**src/rtl/dshot_pkg.sv**
```systemverilog
package dshot_pkg;
  localparam int BIT_TICKS  = 40;
  localparam int HIGH_ZERO  = 14;
  localparam int HIGH_ONE   = 29;
  localparam int FRAME_BITS = 16;
  localparam int CSUM_W     = 4;
  localparam int TICK_W     = $clog2(BIT_TICKS);
  localparam int BITIDX_W   = $clog2(FRAME_BITS);
  typedef logic [FRAME_BITS-1:0] frame_t;
endpackage

```
**src/rtl/dshot_frame_build.sv**
```systemverilog
module dshot_frame_build
  import dshot_pkg::*;
#(
  parameter int THR_W = 11
) (
  input  logic [THR_W-1:0] throttle,
  input  logic             telem,
  output frame_t           frame
);
  localparam int PAY_W = THR_W + 1;
  localparam int NIB   = PAY_W / CSUM_W;

  logic [PAY_W-1:0]  payload;
  logic [CSUM_W-1:0] part [NIB];

  assign payload = {throttle, telem};

  generate
    for (genvar g = 0; g < NIB; g++) begin : g_nib
      if (g == 0) begin : g_first
        assign part[g] = payload[CSUM_W-1:0];
      end else begin : g_rest
        assign part[g] = part[g-1] ^ payload[g*CSUM_W +: CSUM_W];
      end
    end
  endgenerate

  assign frame = {payload, part[NIB-1]};

  // all four nibbles of a well-formed frame XOR to zero
  always_comb begin
    assert_csum_zero_R2: assert ((frame[15:12] ^ frame[11:8] ^ frame[7:4] ^ frame[3:0]) == 4'h0);
  end
endmodule

```
**src/rtl/dshot_tick_gen.sv**
```systemverilog
module dshot_tick_gen #(
  parameter int DIV_FAST = 2,
  parameter int DIV_SLOW = 8
) (
  input  logic clk,
  input  logic rst,
  input  logic clear,
  input  logic run,
  input  logic fast,
  output logic tick
);
  localparam int DMAX = (DIV_FAST > DIV_SLOW) ? DIV_FAST : DIV_SLOW;
  localparam int CW   = (DMAX > 1) ? $clog2(DMAX) : 1;

  logic [CW-1:0] cnt_q;
  logic [CW-1:0] limit;

  assign limit = fast ? CW'(DIV_FAST - 1) : CW'(DIV_SLOW - 1);
  assign tick  = run && !clear && (cnt_q == limit);

  always_ff @(posedge clk) begin
    if (rst || clear) begin
      cnt_q <= '0;
    end else if (run) begin
      cnt_q <= (cnt_q == limit) ? '0 : cnt_q + 1'b1;
    end
  end

  // with a divide of at least two, ticks never come on adjacent cycles
  generate
    if (DIV_FAST > 1 && DIV_SLOW > 1) begin : g_chk
      assert_tick_spacing_R5: assert property (@(posedge clk) disable iff (rst)
        tick |=> !tick);
    end
  endgenerate
endmodule

```
**src/rtl/dshot_bit_timer.sv**
```systemverilog
module dshot_bit_timer
  import dshot_pkg::*;
(
  input  logic                clk,
  input  logic                rst,
  input  logic                clear,
  input  logic                tick,
  output logic [TICK_W-1:0]   tick_cnt,
  output logic [BITIDX_W-1:0] bit_idx,
  output logic                frame_end
);
  logic bit_end;

  assign bit_end   = tick && (tick_cnt == TICK_W'(BIT_TICKS - 1));
  assign frame_end = bit_end && (bit_idx == BITIDX_W'(FRAME_BITS - 1));

  always_ff @(posedge clk) begin
    if (rst || clear) begin
      tick_cnt <= '0;
      bit_idx  <= '0;
    end else if (tick) begin
      if (bit_end) begin
        tick_cnt <= '0;
        bit_idx  <= bit_idx + 1'b1;
      end else begin
        tick_cnt <= tick_cnt + 1'b1;
      end
    end
  end

  // the tick counter never passes the last tick of a bit period
  assert_tick_bound_R4: assert property (@(posedge clk) disable iff (rst)
    tick_cnt <= TICK_W'(BIT_TICKS - 1));
endmodule

```
**src/rtl/dshot_tx.sv**
```systemverilog
module dshot_tx
  import dshot_pkg::*;
#(
  parameter int CLK_HZ  = 48_000_000,
  parameter int FAST_HZ = 24_000_000,
  parameter int SLOW_HZ = 6_000_000,
  parameter int THR_W   = 11
) (
  input  logic             clk,
  input  logic             rst,
  input  logic             cmd_valid,
  output logic             cmd_ready,
  input  logic [THR_W-1:0] cmd_throttle,
  input  logic             cmd_telem,
  input  logic             speed_fast,
  input  logic             invert,
  output logic             busy,
  output logic             pin
);
  localparam int DIV_FAST = CLK_HZ / FAST_HZ;
  localparam int DIV_SLOW = CLK_HZ / SLOW_HZ;

  frame_t                frame_w;
  frame_t                frame_q;
  logic                  busy_q;
  logic                  fast_q;
  logic                  inv_q;
  logic                  pin_q;
  logic                  accept;
  logic                  tick;
  logic [TICK_W-1:0]     tick_cnt;
  logic [BITIDX_W-1:0]   bit_idx;
  logic                  frame_end;
  logic                  cur_bit;
  logic [TICK_W-1:0]     high_len;
  logic                  active;

  assign accept = cmd_valid && !busy_q;

  dshot_frame_build #(.THR_W(THR_W)) u_build (
    .throttle (cmd_throttle),
    .telem    (cmd_telem),
    .frame    (frame_w)
  );

  dshot_tick_gen #(.DIV_FAST(DIV_FAST), .DIV_SLOW(DIV_SLOW)) u_tick (
    .clk   (clk),
    .rst   (rst),
    .clear (accept),
    .run   (busy_q),
    .fast  (fast_q),
    .tick  (tick)
  );

  dshot_bit_timer u_timer (
    .clk       (clk),
    .rst       (rst),
    .clear     (accept),
    .tick      (tick),
    .tick_cnt  (tick_cnt),
    .bit_idx   (bit_idx),
    .frame_end (frame_end)
  );

  always_ff @(posedge clk) begin
    if (rst) begin
      busy_q  <= 1'b0;
      frame_q <= '0;
      fast_q  <= 1'b0;
      inv_q   <= 1'b0;
    end else if (accept) begin
      busy_q  <= 1'b1;
      frame_q <= frame_w;
      fast_q  <= speed_fast;
      inv_q   <= invert;
    end else if (frame_end) begin
      busy_q  <= 1'b0;
    end
  end

  assign cur_bit  = frame_q[(FRAME_BITS-1) - int'(bit_idx)];
  assign high_len = cur_bit ? TICK_W'(HIGH_ONE) : TICK_W'(HIGH_ZERO);
  assign active   = busy_q && (tick_cnt < high_len);

  always_ff @(posedge clk) begin
    if (rst) begin
      pin_q <= invert;
    end else begin
      pin_q <= (busy_q ? inv_q : invert) ^ active;
    end
  end

  assign cmd_ready = !busy_q;
  assign busy      = busy_q;
  assign pin       = pin_q;

  // a frame only starts from an offered command
  assert_start_needs_valid_R9: assert property (@(posedge clk) disable iff (rst)
    $rose(busy_q) |-> $past(cmd_valid));

  // the frame in flight is never overwritten
  assert_frame_hold_R9: assert property (@(posedge clk) disable iff (rst)
    (busy_q && $past(busy_q)) |-> $stable(frame_q));

  // counters start from zero when a frame begins
  assert_clear_on_start_R6: assert property (@(posedge clk) disable iff (rst)
    $rose(busy_q) |-> (tick_cnt == '0 && bit_idx == '0));

  // while idle the pin rests at the idle level
  assert_idle_level_R8: assert property (@(posedge clk) disable iff (rst)
    (!busy_q && $past(!busy_q) && $stable(invert) && !$past(rst)) |-> (pin_q == invert));
endmodule

```
**config.mk**
```make
export PLATFORM = sky130hd
export DESIGN_NAME = dshot_tx
export DESIGN_NICKNAME = d
export VERILOG_FILES = /design/src/rtl/dshot_pkg.sv /design/src/rtl/dshot_frame_build.sv /design/src/rtl/dshot_tick_gen.sv /design/src/rtl/dshot_bit_timer.sv /design/src/rtl/dshot_tx.sv
export SDC_FILE = /design/constraint.sdc
export NUM_CORES = 1
export LEC_CHECK = 0
export BUFFER_PORTS_ARGS = -buffer_cell sky130_fd_sc_hd__buf_2
export CAP_MARGIN = 0
export CORE_MARGIN = 3
export CORE_UTILIZATION = 50
export DETAILED_ROUTE_END_ITERATION = 12
export GPL_TIMING_DRIVEN = 0
export PLACE_DENSITY = 0.7
export SLEW_MARGIN = 20
export SYNTH_ARGS = -nofsm -noshare
export SYNTH_HDL_FRONTEND = slang
export SYNTH_SLANG_ARGS = --single-unit
```
**constraint.sdc**
```tcl
create_clock -name clk -period 3.95 [get_ports clk]
set_clock_uncertainty 0.15 [all_clocks]
set_input_delay 0.395 -clock clk [delete_from_list [all_inputs] [get_ports clk]]
set_output_delay 0.395 -clock clk [all_outputs]
set_load 0.01 [all_outputs]
```
==> qor.csv <==
metric;value;unit
status;complete, no violations;
nFillCells;317;
clock_latency;0.35;ns
critPathTopFamily;simple AND/OR/NAND/NOR gates;
cp_max_fo;6;
antenna_cells;0;
antenna_found_initial;0;
reg2reg_slack;1.08;ns
crit_type;flop to flop;
power_density;339;nW/um2
cts.reportedPaths.clkPinSlew;0.10;ns
place.gp.congestion;0.853;
cts-htree-levels;2;
cp-end-kind;flop;
dpl_worst_slack;1.10;ns
cts_tree;yes;
setup_ws;1.08;ns
tightestPinTransition;0.502;ns
post-route-period-util;0.727;
synth_cells;194;
sequentialPowerShare;0.561;
clock.fmax;0.348;GHz
via_per_inst;5.27;
hold_viol_final;0;
max_cap_violations;0;
synth.distinct_cells;37;
cts_buffer_depth;2;
rsz0062_at_grt;false;
area_delta_synth_final;12.3;%
path_buf_inv;2;
relSlewSlack;0.665;
cts_made_buffers;5;
slew_viol_final;0;
root_buffer;clkbuf_4;
setup_viol;0;
totalWireLength;3460;um
cts_resized;0;
critPathMaxStageDelay;0.54;ns
layout_common_cells;nand2_1 (47), dfxtp_1 (33), a21oi_1 (25), buf_2 (21);
grt_pass1_wl;5980;um
vias;1392;
p_switching;167;uW
fin_tns_setup;0;ns
finalPower;635;uW
crit_path_top_delay_cell;mux4_2;
portBuffers;19;
p_int;468;uW
grt_util_all_layers;0.188;
mostFrequentLayoutCell;nand2_1;
synth-seq-cells;33;
dr.pass1.iters;4;
die_y;63.8;um
final_nets;242;
first_iter_violations;114;
dpl.hpwl;2620;um
grt_start_max_net_pins;11;
post_cts_buffers;0;
num_rows;20;
die_w;63.8;um
routedWlPerCell;13.1;um
coreArea;3130;um2
grt_pass1_vias;1373;
yosysSeqAreaShare;0.396;
hold_class;input pin to flop;
drcViolationCount;0;
syn_area;1670;um2
critPathLaunchType;flop;
synth.yosys.warnings;0;
p_sw_frac;0.262;
ctsHoldBuffers;0;
synthesis.nets;216;
ir_drop;208;uV
cts.sinks;33;
ios;20;
die-area;4070;um2
min_period;2.87;ns
p_clk_frac;0.308;
drive_gt1_frac;0.177;
p_comb_frac;0.131;
postSynthAreaPerCell;8.60;um2
overflow;0;
start_util;0.534;
ant_nets;0;
p_leak;0.000720;uW
cp_cell_sequence;clkbuf_1 > mux4_2 > a22oi_1 > and2_1 > inv_2 > ha_1 > or4_1 > a21oi_1 > nand4bb_1;
required;4.09;ns
cp.arrival;3.01;ns
## cells in the mapped netlist, drive strengths merged
library cell / number / area [um2]
and4bb: 1 / 12.5
and2: 3 / 18.8
a2111oi: 1 / 15.0
or4: 2 / 15.0
o21bai: 1 / 7.51
o2111ai: 1 / 15.0
nand4: 1 / 6.26
nand3b: 1 / 7.51
or3b: 4 / 35.0
and3b: 2 / 18.8
buf: 5 / 25.0
a21oi: 25 / 125
o211ai: 1 / 7.51
inv: 5 / 18.8
xnor2: 11 / 96.3
nor3b: 1 / 12.5
mux2i: 4 / 40.0
dfxtp: 33 / 661
nor2b: 3 / 18.8
nand3: 1 / 5.00
o31ai: 3 / 22.5
ha: 5 / 62.6
nand2: 47 / 176
a22oi: 2 / 15.0
clkbuf: 4 / 15.0
o21ai: 5 / 28.8
or3: 3 / 18.8
xor2: 2 / 17.5
mux4: 4 / 90.1
nand4b: 1 / 8.76
nand4bb: 1 / 11.3
nor2: 11 / 41.3
## power by group through the flow
stage | Clock [uW] | Sequential (uW) | Combinational [uW]
detailed placement | 0 | 364 | 83.4
floorplan | 0 | 362 | 56.1
finish | 195 | 356 | 83.4
global placement | 0 | 363 | 80.9
CTS | 198 | 356 | 83.7
global route | 211 | 358 | 93.7
## tightest hold or removal path, cell delays in order
cell	delay (ns)
buf_2	0.11
nand2_1	0.05
a21oi_1	0.05
## sequential cells by signal, indices dropped and copies added, names as in the netlist
name and cells:
busy 1, pin 1, u_tick.cnt_q 3, u_timer.tick_cnt 6, inv_q 1, fast_q 1
frame_q 16, u_timer.bit_idx 4
## cell families after synthesis
logic type | Yosys count | synth area share
and+or+nand+nor | 82 | 0.244
xor gates and xnor gates | 13 | 0.0682
muxes | 8 | 0.0780
buffers and inverters | 14 | 0.0352
AOI/OAI and AO/OA | 39 | 0.142
adders and majority gates | 5 | 0.0375
DFF | 33 | 0.396
## area by class of cell
type	instances	area, um2	area share
repair buffers	19	95.1	0.0507
well taps	44	55.1	0.0294
flip-flops and latches	33	661	0.352
clock buffers	7	55.1	0.0294
multi-input cells	147	950	0.507
plain buffers	9	40.0	0.0214
inverters	5	18.8	0.0100
## metrics by stage
| stage | util | cells | hold WS, ns | instance area, um2 |
|---|---|---|---|---|
| 2_1_floorplan | - | 194 | 0.279 | 1670 |
| 3_3_place_gp | 0.582 | 257 | 0.287 | 1820 |
| 3_5_place_dp | 0.582 | 257 | 0.294 | 1820 |
| 4_1_cts | 0.599 | 264 | 0.131 | 1870 |
| 5_1_grt | 0.599 | 264 | 0.140 | 1870 |
| 6_report | 0.599 | 264 | 0.140 | 1870 |
## worst paths after layout
path	from	endpoint	depth (start not counted)
worst min-delay path	cmd_throttle[10]	frame_q[15]	3
worst max-delay path	u_timer.bit_idx[0]	pin	9
worst max register to register	u_timer.bit_idx[0]	pin	9
worst min register to register	frame_q[2]	frame_q[2]	2
## layer usage
metal	up-vias	part of all wire	track usage	wire length (um)
met5	-	0	0	0
met4	0	0.015	0.0916	51
met3	6	0.045	0.0510	155
met2	23	0.46	0.292	1590
met1	640	0.48	0.241	1670
li1	723	-	-	-
No activity file was read; power rests on OpenSTA's default activity.
